**src/rtl/cpx_pkg.sv**
```systemverilog
package cpx_pkg;

    localparam int INSN_W  = 32;
    localparam int OP_W    = 6;
    localparam int PAY_W   = 26;
    localparam int DISP_W  = 13;
    localparam int SCALE_W = 3;
    localparam int TYPE_W  = 3;
    localparam int SEL_W   = INSN_W - OP_W - SCALE_W - TYPE_W - DISP_W;
    localparam int MAX_PFX = 2;
    localparam int CNT_W   = $clog2(MAX_PFX + 1);

    localparam logic [OP_W-1:0] OP_PREFIX = 6'h3E;
    localparam logic [OP_W-1:0] OP_LOAD   = 6'h20;
    localparam logic [OP_W-1:0] OP_STORE  = 6'h21;

    typedef enum logic [1:0] {
        K_PREFIX = 2'd0,
        K_LOAD   = 2'd1,
        K_STORE  = 2'd2,
        K_OTHER  = 2'd3
    } word_kind_e;

    typedef struct packed {
        logic [OP_W-1:0]    op;
        logic [SCALE_W-1:0] scale;
        logic [TYPE_W-1:0]  dtype;
        logic [SEL_W-1:0]   sel;
        logic [DISP_W-1:0]  disp;
    } mem_word_t;

    typedef struct packed {
        logic [OP_W-1:0]  op;
        logic [PAY_W-1:0] payload;
    } pfx_word_t;

    function automatic word_kind_e classify(input logic [OP_W-1:0] op);
        word_kind_e k;
        if (op == OP_PREFIX)     k = K_PREFIX;
        else if (op == OP_LOAD)  k = K_LOAD;
        else if (op == OP_STORE) k = K_STORE;
        else                     k = K_OTHER;
        return k;
    endfunction

    function automatic logic is_mem(input word_kind_e k);
        return (k == K_LOAD) || (k == K_STORE);
    endfunction

endpackage

```
**src/rtl/cpx_prefix_track.sv**
```systemverilog
module cpx_prefix_track
    import cpx_pkg::*;
(
    input  logic                clk,
    input  logic                rst,
    input  logic                acc,
    input  word_kind_e          kind,
    input  logic [PAY_W-1:0]    payload,
    output logic [CNT_W-1:0]    held,
    output logic [PAY_W-1:0]    pay_first,
    output logic [PAY_W-1:0]    pay_second,
    output logic                illegal
);

    logic [CNT_W-1:0] cnt_q, cnt_d;
    logic [PAY_W-1:0] p0_q, p1_q;
    logic             ill_q, ill_d;
    logic             cap0, cap1;

    always_comb begin
        cnt_d = cnt_q;
        ill_d = 1'b0;
        cap0  = 1'b0;
        cap1  = 1'b0;
        if (acc) begin
            unique case (kind)
                K_PREFIX: begin
                    if (cnt_q == CNT_W'(MAX_PFX)) begin
                        ill_d = 1'b1;
                        cnt_d = '0;
                    end else begin
                        cap0  = (cnt_q == '0);
                        cap1  = (cnt_q == CNT_W'(1));
                        cnt_d = cnt_q + CNT_W'(1);
                    end
                end
                K_LOAD, K_STORE: cnt_d = '0;
                default: begin
                    ill_d = (cnt_q != '0);
                    cnt_d = '0;
                end
            endcase
        end
    end

    always_ff @(posedge clk) begin
        if (rst) begin
            cnt_q <= '0;
            p0_q  <= '0;
            p1_q  <= '0;
            ill_q <= 1'b0;
        end else begin
            cnt_q <= cnt_d;
            ill_q <= ill_d;
            if (cap0) p0_q <= payload;
            if (cap1) p1_q <= payload;
        end
    end

    assign held       = cnt_q;
    assign pay_first  = p0_q;
    assign pay_second = p1_q;
    assign illegal    = ill_q;


    held_bound_chk: assert property (@(posedge clk) disable iff (rst)
        cnt_q <= CNT_W'(MAX_PFX));


    consume_clear_chk: assert property (@(posedge clk) disable iff (rst)
        (acc && is_mem(kind)) |=> (cnt_q == '0));


    bubble_hold_chk: assert property (@(posedge clk) disable iff (rst)
        !acc |=> ($stable(cnt_q) && !ill_q));

endmodule

```
**src/rtl/cpx_imm_build.sv**
```systemverilog
module cpx_imm_build
    import cpx_pkg::*;
#(
    parameter int XLEN = 64
) (
    input  logic [CNT_W-1:0]  held,
    input  logic [PAY_W-1:0]  pay_first,
    input  logic [PAY_W-1:0]  pay_second,
    input  logic [DISP_W-1:0] disp,
    output logic [XLEN-1:0]   imm
);

    localparam int ONE_W = PAY_W + DISP_W;
    localparam int TWO_W = 2 * PAY_W + DISP_W;

    logic [ONE_W-1:0] one_w;
    logic [TWO_W-1:0] two_w;
    logic [XLEN-1:0]  imm0, imm1, imm2;

    assign one_w = {pay_first, disp};
    assign two_w = {pay_first, pay_second, disp};

    assign imm0 = {{(XLEN-DISP_W){disp[DISP_W-1]}}, disp};
    assign imm1 = {{(XLEN-ONE_W){one_w[ONE_W-1]}}, one_w};

    generate
        if (TWO_W >= XLEN) begin : g_trunc
            assign imm2 = two_w[XLEN-1:0];
        end else begin : g_sext
            assign imm2 = {{(XLEN-TWO_W){two_w[TWO_W-1]}}, two_w};
        end
    endgenerate

    always_comb begin
        unique case (held)
            CNT_W'(0): imm = imm0;
            CNT_W'(1): imm = imm1;
            default:   imm = imm2;
        endcase
    end

endmodule

```
**src/rtl/cpx_agu.sv**
```systemverilog
module cpx_agu
    import cpx_pkg::*;
#(
    parameter int XLEN = 64
) (
    input  logic                clk,
    input  logic                rst,
    input  logic                fire,
    input  logic                is_store,
    input  logic [SCALE_W-1:0]  scale,
    input  logic [TYPE_W-1:0]   dtype_raw,
    input  logic [XLEN-1:0]     base_val,
    input  logic [XLEN-1:0]     index_val,
    input  logic [XLEN-1:0]     imm,
    output logic                valid,
    output logic [XLEN-1:0]     addr,
    output logic [TYPE_W-1:0]   dtype,
    output logic                store
);

    logic [XLEN-1:0]   scaled;
    logic [XLEN-1:0]   sum;
    logic [TYPE_W-1:0] dtype_n;

    assign scaled  = index_val << scale;
    assign sum     = base_val + scaled + imm;
    assign dtype_n = is_store ? {1'b0, dtype_raw[TYPE_W-2:0]} : dtype_raw;

    always_ff @(posedge clk) begin
        if (rst) begin
            valid <= 1'b0;
            addr  <= '0;
            dtype <= '0;
            store <= 1'b0;
        end else begin
            valid <= fire;
            if (fire) begin
                addr  <= sum;
                dtype <= dtype_n;
                store <= is_store;
            end
        end
    end


    store_type_chk: assert property (@(posedge clk) disable iff (rst)
        (valid && store) |-> (dtype[TYPE_W-1] == 1'b0));

endmodule

```
**src/rtl/cpx_agen_top.sv**
```systemverilog
module cpx_agen_top
    import cpx_pkg::*;
#(
    parameter int XLEN = 64
) (
    input  logic            clk,
    input  logic            rst,
    input  logic            in_valid,
    input  logic [31:0]     in_word,
    input  logic [XLEN-1:0] base_val,
    input  logic [XLEN-1:0] index_val,
    output logic            ea_valid,
    output logic [XLEN-1:0] ea_addr,
    output logic [2:0]      ea_dtype,
    output logic            ea_store,
    output logic            seq_illegal
);

    mem_word_t        mw;
    pfx_word_t        pw;
    word_kind_e       kind;
    logic [CNT_W-1:0] held;
    logic [PAY_W-1:0] pay_first, pay_second;
    logic [XLEN-1:0]  imm;
    logic             fire;

    assign mw   = mem_word_t'(in_word);
    assign pw   = pfx_word_t'(in_word);
    assign kind = classify(mw.op);
    assign fire = in_valid && is_mem(kind);

    cpx_prefix_track u_track (
        .clk        (clk),
        .rst        (rst),
        .acc        (in_valid),
        .kind       (kind),
        .payload    (pw.payload),
        .held       (held),
        .pay_first  (pay_first),
        .pay_second (pay_second),
        .illegal    (seq_illegal)
    );

    cpx_imm_build #(.XLEN(XLEN)) u_imm (
        .held       (held),
        .pay_first  (pay_first),
        .pay_second (pay_second),
        .disp       (mw.disp),
        .imm        (imm)
    );

    cpx_agu #(.XLEN(XLEN)) u_agu (
        .clk        (clk),
        .rst        (rst),
        .fire       (fire),
        .is_store   (kind == K_STORE),
        .scale      (mw.scale),
        .dtype_raw  (mw.dtype),
        .base_val   (base_val),
        .index_val  (index_val),
        .imm        (imm),
        .valid      (ea_valid),
        .addr       (ea_addr),
        .dtype      (ea_dtype),
        .store      (ea_store)
    );


    strobe_source_chk: assert property (@(posedge clk) disable iff (rst)
        ea_valid |-> $past(in_valid && (in_word[31:26] == OP_LOAD || in_word[31:26] == OP_STORE)));


    excl_out_chk: assert property (@(posedge clk) disable iff (rst)
        !(ea_valid && seq_illegal));


    quiet_other_chk: assert property (@(posedge clk) disable iff (rst)
        (in_valid && kind == K_OTHER && held == '0) |=> (!ea_valid && !seq_illegal));

endmodule

```
**config.mk**
```make
export PLATFORM = sky130hd
export DESIGN_NAME = cpx_agen_top
export DESIGN_NICKNAME = d
export VERILOG_FILES = /design/src/rtl/cpx_pkg.sv /design/src/rtl/cpx_prefix_track.sv /design/src/rtl/cpx_imm_build.sv /design/src/rtl/cpx_agu.sv /design/src/rtl/cpx_agen_top.sv
export SDC_FILE = /design/constraint.sdc
export NUM_CORES = 1
export LEC_CHECK = 0
export BUFFER_PORTS_ARGS = -buffer_cell sky130_fd_sc_hd__buf_2
export CAP_MARGIN = 5
export CORE_ASPECT_RATIO = 1.5
export CORE_MARGIN = 4
export CORE_UTILIZATION = 30
export CTS_CLUSTER_SIZE = 20
export DETAILED_ROUTE_END_ITERATION = 10
export PLACE_DENSITY = 0.54
export RECOVER_POWER = 25
export SLEW_MARGIN = 20
export SYNTH_ARGS = -nofsm -noshare
export SYNTH_HDL_FRONTEND = slang
export SYNTH_HIERARCHICAL = 1
export SYNTH_SLANG_ARGS = --single-unit
```
**constraint.sdc**
```tcl
create_clock -name clk -period 5.8 [get_ports clk]
set_clock_uncertainty 0.05 [all_clocks]
set_input_delay 0.29 -clock clk [delete_from_list [all_inputs] [get_ports clk]]
set_output_delay 0.29 -clock clk [all_outputs]
set_load 0.02 [all_outputs]
```
# ---- Word level (Yosys, flattened, before mapping)
# Cells that the tools add are included.
dict set report totals {
  reg_bits 124
  latch_bits 0
  ramBits 0
  romBits 0
  in_bits 163
  out_inout_bits 70
  elab_cells 42
  memories 0
}
dict set report classes {
  add_sub_neg 3
  mul 0
  div 0
  order_cmp 0
  n_eq_ne 7
  shift 1
  n_mux 15
  n_bitwise 1
  reduce_logical 7
}
# op count
set ops {}
lappend ops {{$add A64 B64 Y64} 2}
lappend ops {{$pmux W64 S2} 1}
lappend ops {{$shl A64 B3 Y64} 1}
lappend ops {{$eq A6 B6 Y1 const B} 3}
lappend ops {{$mux W1} 8}
lappend ops {{$mux W2} 4}
lappend ops {{$eq A2 B1 Y1 const B} 2}
lappend ops {{$eq A2 B2 Y1 const B} 2}
lappend ops {{$logic_not A2 Y1} 2}
lappend ops {{$reduce_or A2 Y1} 2}
lappend ops {{$mux W3} 1}
lappend ops {{$add A2 B1 Y2 const B} 1}
lappend ops {{$pmux W1 S2} 1}
lappend ops {{$reduce_bool A2 Y1} 1}
lappend ops {{$logic_and A1 B1 Y1} 1}
lappend ops {{$logic_or A1 B1 Y1} 1}
lappend ops {{$not A1 Y1} 1}

# ---- Depth between registers and ports, before layout
# Gate-level depths: netlist of run 1.
dict set report depth {
  word_depth 7
  mapped_depth 21
  depth_no_buf 16
}

# ---- Hierarchy
# The synthesis of run 1 kept the hierarchy.
# mod instances cells_per_inst area_per_inst_um2 seq_area_each_um2
set modules_own_cells {}
lappend modules_own_cells {cpx_agu 1 1036 9534.1 1381.3}
lappend modules_own_cells {cpx_prefix_track 1 212 2318.5 1101.1}
lappend modules_own_cells {cpx_imm_build 1 158 1066.0 0.0}
lappend modules_own_cells {cpx_agen_top 1 9 85.1 0.0}

# ---- Least setup slack after synthesis of run 1
# Ideal clock, no wire load.
dict set report synth_path {
  path_type {in2reg}
  start {input port in_word[24]}
  end {register u_agu.addr[61]}
  arrival_ps 4763
  t_required_ps 5655
  path_slack_ps 891
  stages 19
  cell_sequence {clkbuf_1 clkbuf_1 clkbuf_1 buf_2 nand3b_1 o21ai_0 and2_1 fa_1 fa_1 a211oi_1 o21bai_1 o41a_1 a41o_1 o211ai_2 o21a_4 o21ai_4 a21oi_2 nor3_1 o311ai_1}
}
dict set report synth_via {
  elab_chain_len 3
}
# element line
set synth_lines {}
lappend synth_lines {{start: declaration} cpx_agen_top.sv:9} ;# input logic [31:0] in_word,
lappend synth_lines {{$shl A64 B3 Y64} cpx_agu.sv:25} ;# assign scaled = index_val << scale;
lappend synth_lines {{$add A64 B64 Y64 (2 in a row)} cpx_agu.sv:26} ;# assign sum = base_val + scaled + imm;
lappend synth_lines {{end signal: assignment} cpx_agu.sv:38} ;# addr <= sum;
lappend synth_lines {{end: declaration} cpx_agu.sv:16} ;# output logic [XLEN-1:0] addr,
# Every way passes these cells.
# A chain may end at the register's enable or synchronous reset.

# ---- Worst setup path in the final report of run 1
dict set report layout_path {
  start {input port in_word[24]}
  end {register u_agu.addr[50]}
}
# Same word-level chain as after synthesis.

==> results of run 1 <==
## layout by cell type (no fill, tap or decap), types with 8 or more instances in the layout
master     count
mux2_2        53
o21a_1         8
ha_1          63
nand4_1       16
mux2i_1      166
a21o_1        31
and3_1        12
nand3_1       16
fa_1          64
clkbuf_1      48
buf_2        181
mux4_2        48
dfxtp_1      122
clkbuf_16     17
nor2_1       109
nor3_1        14
a31oi_1       11
xor2_1        23
nand2b_1      92
nand2_1       91
a21oi_1       76
buf_4         25
xnor2_1       33
inv_1         52
a211oi_1      15
o21ai_0       71
o21bai_1      17
## cell type report
type	instances	area share
Antenna cell	2	0.000332
Clock buffer	17	0.0282
Clock inverter	15	0.0102
Inverter	53	0.0132
Multi-Input combinational cell	1131	0.647
Sequential cell	124	0.165
Tap cell	570	0.0473
Timing Repair Buffer	257	0.0885
## cells by family after synthesis
family | after synthesis | share of synthesized area
adder cells (fa/ha/maj) | 127 | 0.159
AND/OR/NAND/NOR | 391 | 0.153
XOR/XNOR | 56 | 0.0377
multiplexers | 268 | 0.259
buffers and inverters | 160 | 0.0596
flip-flops | 124 | 0.191
AO/OA/AOI/OAI | 289 | 0.141
## worst reg2reg max path: cells and delay by family, from the launching register on
family / cells / cell delay (ns)
multiplexers: 1 / 0.09
XOR/XNOR: 1 / 0.20
adder cells (fa/ha/maj): 2 / 0.94
AO/OA/AOI/OAI: 8 / 1.96
flip-flops: 1 / 0.61
buffers and inverters: 2 / 0.49
AND/OR/NAND/NOR: 2 / 0.59
## layer usage
metal | global-route usage | up-vias | wire (microns)
met1 | 0.222 | 5497 | 17800
met4 | 0.100 | 0 | 2290
met3 | 0.0236 | 68 | 1770
met5 | 0 | - | 0
li1 | - | 5409 | -
met2 | 0.356 | 328 | 24900
## path summary, 6_finish.rpt
path / start / endpoint / slack, ns / cells past startpoint
hold / removal: in_word[21] / u_agu/dtype[1] / 0.06 / 3
hold reg to reg: u_track/pay_second[18] / u_track/pay_second[18] / 0.42 / 2
setup reg to reg: u_track/held[0] / u_agu/addr[50] / 0.73 / 16
setup / recovery: in_word[24] / u_agu/addr[50] / 0.70 / 17
## power groups by stage
stage / Sequential (mW) / Clock (mW) / Combinational [mW]
global placement: 0.895 / 0 / 2.10
detailed placement: 0.895 / 0 / 2.10
CTS: 0.875 / 1.13 / 2.11
floorplan: 0.913 / 0 / 1.48
global route: 0.877 / 1.16 / 2.31
finish: 0.876 / 1.09 / 2.11
## per-stage QoR
| stage | worst slack [ns] | hold WS, ns | util | cell area (sq um) |
|---|---|---|---|---|
| after floorplan | 0.891 | 0.388 | - | 13000 |
| after global placement | 0.206 | 0.409 | 0.339 | 14500 |
| after detailed placement | 0.249 | 0.413 | 0.339 | 14500 |
| after CTS | 0.700 | 0.0313 | 0.352 | 15100 |
| after global routing | 0.469 | 0.0621 | 0.351 | 15100 |
| final | 0.705 | 0.0577 | 0.351 | 15100 |
## state kept, by name, indices dropped and copies added, names as in the netlist
signal	cells
u_agu/addr	64
u_agu/dtype	3
u_agu/store	1
u_agu/valid	1
u_track/held	2
u_track/illegal	1
u_track/pay_first	26
u_track/pay_second	26
==> flow_summary.toml, run 1 <==
[clock_network]
clk_latency_ns = 0.45
cts_tree = "built"
clockBufferDepth = 2
cts_hold_buf = 0
postCtsSetupRepairBufs = 0
root_buffer = "clkbuf_16"
cts_resized = 0
htreeDepth = 4
cts_sinks = 124
numCtsBuffers = 17
cts.reportedPaths.clkPinSlew_ns = 0.07

[timing]
setup_tns_ns = 0
worst_pin_slew_ns = 1.00
rsz0062_at_grt = "false"
final_max_slew_viol_count = 0
max_slew_margin = 0.333
fin_crit_ns = 5.10
min_period_over_period = 0.878
finalHoldViolations = 0
setup_viol = 0
fmax_mhz = 196

[routing]
drt_iter0_drc = 609
ant_nets = 0
vias_per_cell = 5.21
post_drt_wl_per_cell_microns = 21.5
drc = 0
routed_wl_microns = 46700
dr_total_vias = 11302
drtPass1Iterations = 7

[floorplan]
die_height_microns = 263
coreArea_sq_mm = 0.0429
dieArea_sq_mm = 0.0468
die_x_microns = 178
ios = 233
num_rows = 93
start_util = 0.303

[synth]
synthArstFlopShare = 0
synth_area_sq_mm = 0.0130
synth_largest_area_cell = "dfxtp_1"
ys_seq_area_frac = 0.191
syn_nets = 1705
syn-mean-instance-area_sq_um = 9.19
yosysMostFrequentCell = "mux2i_1"
syn_inst = 1415
yosysTopAreaCellShare = 0.191
synth_seq_cells = 124
ys_types = 80
yosysWarnings = 6
synthTopCellsByCount = "mux2i_1 (166), dfxtp_1 (124), nor2_1 (109)"
synth.area.top_cells = "dfxtp_1 (19%), mux2i_1 (13%), fa_1 (9.9%)"
ys.flop_type = "dfxtp_1"
synth_edf_count = 0

[layout]
n_fill_cell = 4453
nNetsFinal = 1874
syn_to_final_growth_pct = 15.9
layoutNonFillerInstCount = 2169
layout.area.seq_sq_mm = 0.00248
multi_input_area_sq_mm = 0.00975
drive_gt1_frac = 0.228

[worst_setup_path]
cp.arrival_ns = 5.35
critPathKind = "primary input to flip-flop"
cp.buffers_inverters = 3
cp.required_ns = 6.05
critical_path.top_delay_family = "compound AO/OA/AOI/OAI gates"
cp-start-kind = "primary input"
cp_slowest_cell = "buf_4"
critPathMaxFanout = 55
critPathMaxStageDelay_ns = 0.54
cp_common_cell = "buf_4"
cp-end-kind = "flip-flop"
cp_cell_sequence = "buf_4 -> mux2_2 -> mux4_2 -> fa_1 -> ha_1 -> a21oi_1 -> o21ai_0 -> nor3_1 -> a31oi_1 -> buf_4 -> nor4_1 -> buf_4 -> o31a_1 -> nor2_1 -> a31oi_1 -> xor2_1 -> o22ai_1"

[pwr]
power.density_mw_per_mm2 = 271
pwr-share-seq = 0.214
p_int_mw = 2.33
p_clk_frac = 0.268
ir_worst_vdd_v = 0.000124
power_frac_comb = 0.518
p_leak_nw = 5.92
p_sw_mw = 1.75
switching_share = 0.430
total_power_mw = 4.08

[grt]
antenna_found_initial = 2
grt_pass1_vias = 11883
gr-total-overflow = 0
grt_max_degree = 111
grt_pass1_wl_microns = 70200
grtUsageTotal = 0.196

[status]
outcome = "complete, no violations"

[flow_run]
max_cap_violations = 0

[place]
hpwlAfterDp_microns = 38300
place_congestion = 0.926
numPortBuffers = 232
placed_cells = 2135

[hold_path]
hp-class = "primary input to flip-flop"
Power figures use the tool's default switching activity.
==> inputs of run 2 (changes only) <==
--- a/config.mk
+++ b/config.mk
@@ -9,13 +9,12 @@
 export CAP_MARGIN = 5
 export CORE_ASPECT_RATIO = 1.5
 export CORE_MARGIN = 4
-export CORE_UTILIZATION = 30
+export CORE_UTILIZATION = 57
 export CTS_CLUSTER_SIZE = 20
 export DETAILED_ROUTE_END_ITERATION = 10
-export PLACE_DENSITY = 0.54
+export PLACE_DENSITY = 0.88
 export RECOVER_POWER = 25
 export SLEW_MARGIN = 20
 export SYNTH_ARGS = -nofsm -noshare
 export SYNTH_HDL_FRONTEND = slang
-export SYNTH_HIERARCHICAL = 1
 export SYNTH_SLANG_ARGS = --single-unit
==> run 2 against run 1 <==
Net effect: first-iteration DRC count grew 61%; cell area shrank 7.2%; die area shrank 50%; largest cell class unchanged; largest power group unchanged.
==> flow_summary.toml, run 2 <==
[pwr]
power.density_mw_per_mm2 = 298
p_leak_nw = 5.73
ir_worst_vdd_v = 0.000188

[grt]
grtUsageTotal = 0.360
gr-total-overflow = 0
grt_pass1_wl_microns = 64900
grt_max_degree = 89
antenna_found_initial = 0
grt_pass1_vias = 11925

[floorplan]
num_rows = 64
coreArea_sq_mm = 0.0205
die_x_microns = 126
ios = 233
die_height_microns = 185
dieArea_sq_mm = 0.0234
start_util = 0.584

[place]
numPortBuffers = 232
hpwlAfterDp_microns = 34400
place_congestion = 1.08

[synth]
ys.flop_type = "dfxtp_1"
yosysMostFrequentCell = "nand2_1"
synthTopCellsByCount = "nand2_1 (286), a21oi_1 (221), dfxtp_1 (124)"
synth_area_sq_mm = 0.0120
yosys.area_share.xor_xnor = 0.0417
yosysWarnings = 0
synth_top_family_by_area = "compound AO/OA/AOI/OAI gates"
synthArstFlopShare = 0
synth_compound_area_frac = 0.217
ys_types = 71
syn_nets = 1738
synthAdderAreaFrac = 0.175
synth.area.top_cells = "dfxtp_1 (21%), fa_1 (11%), a21oi_1 (9.2%)"
synth_edf_count = 0
ys_seq_area_frac = 0.207
syn_inst = 1446
synth_largest_area_cell = "dfxtp_1"
syn-mean-instance-area_sq_um = 8.27
muxShareOfSynthArea = 0.155
yosysTopAreaCellShare = 0.207
synth_seq_cells = 124
yosys.area_share.simple = 0.163

[timing]
fmax_mhz = 194
fin_crit_ns = 5.16
rsz0062_at_grt = "false"
worst_pin_slew_ns = 1.08
timing.hold.ws_ns = 0.0545
max_slew_margin = 0.280
min_period_over_period = 0.890
setup_tns_ns = 0
finalHoldViolations = 0
final_max_slew_viol_count = 0
setup_viol = 0

[layout]
regMostFlops = "u_agu.addr"
largest_reg_flops = 64
nNetsFinal = 1934
syn_to_final_growth_pct = 16.9
n_antenna_cell = 0
drive_gt1_frac = 0.229
layout_common_cells = "nand2_1 (285), a21oi_1 (221), buf_2 (182)"
layout_commonest_cell = "nand2_1"

[status]
outcome = "complete, no violations"

[clock_network]
postCtsSetupRepairBufs = 0
cts_sinks = 124
cts_resized = 0
htreeDepth = 4
cts_hold_buf = 0
cts_tree = "built"
numCtsBuffers = 17
clk_latency_ns = 0.44
root_buffer = "clkbuf_16"
cts.reportedPaths.clkPinSlew_ns = 0.06
clockBufferDepth = 2

[worst_setup_path]
cp-start-kind = "flip-flop"
critPathKind = "flip-flop to flip-flop"
cp-end-kind = "flip-flop"
critPathMaxFanout = 50
cp.arrival_ns = 5.44
cp.required_ns = 6.08

[routing]
drc = 0
ant_nets = 0
drt_iter0_drc = 981
routed_wl_microns = 42700
post_drt_wl_per_cell_microns = 22.3
drtPass1Iterations = 6
vias_per_cell = 6.25
dr_total_vias = 11997

[hold_path]
hp-class = "primary input to flip-flop"

[flow_run]
max_cap_violations = 0
[run 2: changes by cell type in the layout (fill, tap and decap cells not counted), moves of 24 or more]
| cell | before | now |
|---|---|---|
| a21oi_1 | 76 | 221 |
| inv_1 | 52 | 28 |
| nand2_1 | 91 | 285 |
| mux2i_1 | 166 | 14 |
| a21o_1 | 31 | 56 |
| nor2_1 | 109 | 53 |
| nand2b_1 | 92 | 7 |
| buf_4 | 25 | 49 |
[run 2: area by class of cell]
type	instances	area (sq um)
Clock inverter	14	183
Inverter	30	113
Multi-Input combinational cell	1190	8990
Sequential cell	124	2480
Clock buffer	17	425
Tap cell	264	330
Timing Repair Buffer	279	1460
Fill cell	1767	6510
[run 2: where the power goes]
part / internal [mW] / switching, mW / total, mW
combinational: 0.880 / 1.26 / 2.14
sequential: 0.867 / 0.00758 / 0.875
clock: 0.685 / 0.470 / 1.15
[run 2: stage by stage]
| step | setup slack, ns | area (sq um) | util | total power, mW | std cells |
|---|---|---|---|---|---|
| after floorplan | 0.219 | 12000 | - | 2.34 | 1446 |
| after global placement | 0.376 | 13400 | 0.655 | 2.98 | 1887 |
| after detailed placement | 0.287 | 13400 | 0.655 | 2.99 | 1887 |
| after CTS | 0.724 | 14000 | 0.685 | 4.14 | 1918 |
| after global routing | 0.394 | 14000 | 0.682 | 4.38 | 1918 |
| final | 0.637 | 14000 | 0.682 | 4.17 | 1918 |
[run 2: kinds of logic after synthesis]
| logic type | Yosys count |
|---|---|
| AND/OR/NAND/NOR | 449 |
| AO/OA/AOI/OAI | 437 |
| buffers and inverters | 132 |
| adder cells (fa/ha/maj) | 129 |
| flip-flops | 124 |
| multiplexers | 118 |
| XOR/XNOR | 57 |
[run 2: per-layer routing]
metal | wire, microns | track usage
met1 | 14600 | 0.378
met2 | 21200 | 0.632
met3 | 3020 | 0.0658
met4 | 3860 | 0.279
met5 | 0 | 0
[run 2: path summary, 6_finish.rpt]
kind,start,endpoint,slack (ns),cells after the start
worst max-delay path,u_track.held[1],u_agu.addr[61],0.64,14
worst min-delay path,in_word[19],u_track.pay_second[19],0.05,3
worst max register to register,u_track.held[1],u_agu.addr[61],0.64,14
worst min register to register,u_agu.addr[9],u_agu.addr[9],0.40,2
[run 2: worst max-delay path: stages, from the launching register on]
cell and delay [ns]:
dfxtp_2 0.88, o21ai_0 0.38, fa_1 0.52, ha_1 0.42, nand2_1 0.12, or4_1 0.54
or2_1 0.27, nor4b_2 0.27, o21ba_1 0.26, o21a_2 0.18, a221oi_2 0.08, o41a_1 0.45
o41ai_2 0.33, xnor2_1 0.10, a22o_1 0.19
==> inputs of run 3 (changes only) <==
--- a/config.mk
+++ b/config.mk
@@ -9,7 +9,7 @@
 export CAP_MARGIN = 5
 export CORE_ASPECT_RATIO = 1.5
 export CORE_MARGIN = 4
-export CORE_UTILIZATION = 57
+export CORE_UTILIZATION = 58
 export CTS_CLUSTER_SIZE = 20
 export DETAILED_ROUTE_END_ITERATION = 10
 export PLACE_DENSITY = 0.88
@@ -17,4 +17,5 @@
 export SLEW_MARGIN = 20
 export SYNTH_ARGS = -nofsm -noshare
 export SYNTH_HDL_FRONTEND = slang
+export SYNTH_HIERARCHICAL = 1
 export SYNTH_SLANG_ARGS = --single-unit
==> run 3 against run 2 <==
Net effect: sequential share of layout area is 0.77 points lower; hold slack better by 0.0097 ns; combinational power hardly changed; largest cell class unchanged; largest power group unchanged.
==> flow_summary.toml, run 3 (synthesized netlist as in run 1, its figures left out) <==
[worst_setup_path]
cp-start-kind = "primary input"
cp.arrival_ns = 5.41
cp-end-kind = "flip-flop"
cp.required_ns = 6.04
critPathMaxFanout = 39
critPathKind = "primary input to flip-flop"

[pwr]
ir_worst_vdd_v = 0.000197
p_leak_nw = 5.88
power.density_mw_per_mm2 = 277

[layout]
multi_input_area_sq_mm = 0.00975
layout.area.seq_sq_mm = 0.00248
layout_commonest_cell = "buf_2"
drive_gt1_frac = 0.225
layout_common_cells = "buf_2 (182), mux2i_1 (166), dfxtp_1 (122)"
regMostFlops = "u_agu/addr"
largest_reg_flops = 64
syn_to_final_growth_pct = 12.5
n_fill_cell = 1753
nNetsFinal = 1868
design_area_sq_mm = 0.0146
n_antenna_cell = 0

[grt]
grt_pass1_vias = 11992
grt_pass1_wl_microns = 63800
gr-total-overflow = 0
antenna_found_initial = 0
grtUsageTotal = 0.334
grt_max_degree = 111

[timing]
final_max_slew_viol_count = 0
worst_pin_slew_ns = 0.909
setup_tns_ns = 0
setup_viol = 0
max_slew_margin = 0.394
min_period_over_period = 0.893
rsz0062_at_grt = "false"
finalHoldViolations = 0
fin_crit_ns = 5.18
fmax_mhz = 193

[clock_network]
cts.reportedPaths.clkPinSlew_ns = 0.06
cts_resized = 0
cts_tree = "built"
numCtsBuffers = 17
htreeDepth = 4
cts_hold_buf = 0
clockBufferDepth = 2
clk_latency_ns = 0.44
postCtsSetupRepairBufs = 0
cts_sinks = 124
root_buffer = "clkbuf_16"

[routing]
post_drt_wl_per_cell_microns = 22.5
vias_per_cell = 6.21
drtPass1Iterations = 8
drt_iter0_drc = 900
dr_total_vias = 11565
drc = 0
ant_nets = 0
routed_wl_microns = 42000

[place]
place_congestion = 1.02
place_area_sq_mm = 0.0141
hpwlAfterDp_microns = 33400
numPortBuffers = 232

[floorplan]
die_x_microns = 130
dieArea_sq_mm = 0.0249
start_util = 0.594
coreArea_sq_mm = 0.0219
die_height_microns = 191
num_rows = 66
ios = 233

[status]
outcome = "complete, no violations"

[hold_path]
hp-class = "primary input to flip-flop"

[flow_run]
max_cap_violations = 0
[run 3: power by group]
| part | switching (mW) | leakage, nW | total, mW | internal, mW |
|---|---|---|---|---|
| Combinational | 1.25 | 4.61 | 2.11 | 0.859 |
| Sequential | 0.00784 | 1.00 | 0.876 | 0.868 |
| Clock | 0.441 | 0.272 | 1.07 | 0.625 |
[run 3: per-layer routing]
layer | up-vias | part of all wire | GRT usage
met2 | 530 | 0.51 | 0.578
met3 | 161 | 0.057 | 0.0503
met4 | 0 | 0.087 | 0.256
met5 | - | 0 | 0
li1 | 5393 | - | -
met1 | 5481 | 0.35 | 0.356
[run 3: per-stage QoR]
| stage | setup WS [ns] | utilization | total power, mW | cells | hold WS [ns] |
|---|---|---|---|---|---|
| final | 0.622 | 0.668 | 4.05 | 1862 | 0.0642 |
| after global routing | 0.368 | 0.668 | 4.27 | 1862 | 0.0736 |
| after CTS | 0.695 | 0.671 | 4.04 | 1862 | 0.0546 |
| after detailed placement | 0.246 | 0.645 | 2.95 | 1831 | 0.394 |
| after global placement | 0.314 | 0.645 | 2.95 | 1831 | 0.387 |
| after floorplan | 0.891 | - | 2.39 | 1415 | 0.388 |
[run 3: final timing paths]
path,start,to,slack (ns),depth (start not counted)
max,in_word[24],u_agu/addr[62],0.62,16
min,in_word[21],u_agu/dtype[1],0.06,3
max reg2reg,u_track/held[0],u_agu/addr[62],0.79,13
min reg2reg,u_agu/addr[56],u_agu/addr[56],0.41,2
[run 3: layout make-up]
cell class,instances,area share
well taps,272,0.0233
clock inverters,11,0.00744
repair buffers,251,0.0871
clock buffers,20,0.0319
inverters,53,0.0136
multi-input cells,1131,0.667
flip-flops and latches,124,0.170
[run 3: worst max-delay path: stages]
cell and delay [ns]:
buf_2 0.66, mux2_2 0.46, mux4_2 0.51, fa_1 0.47
ha_1 0.42, nand2_1 0.12, o21ai_0 0.38, o2111ai_1 0.20
a31oi_1 0.45, nor4_1 0.13, buf_4 0.18, o311ai_1 0.49
nand2_1 0.11, o21ai_1 0.17, mux2i_1 0.19, o311ai_0 0.13
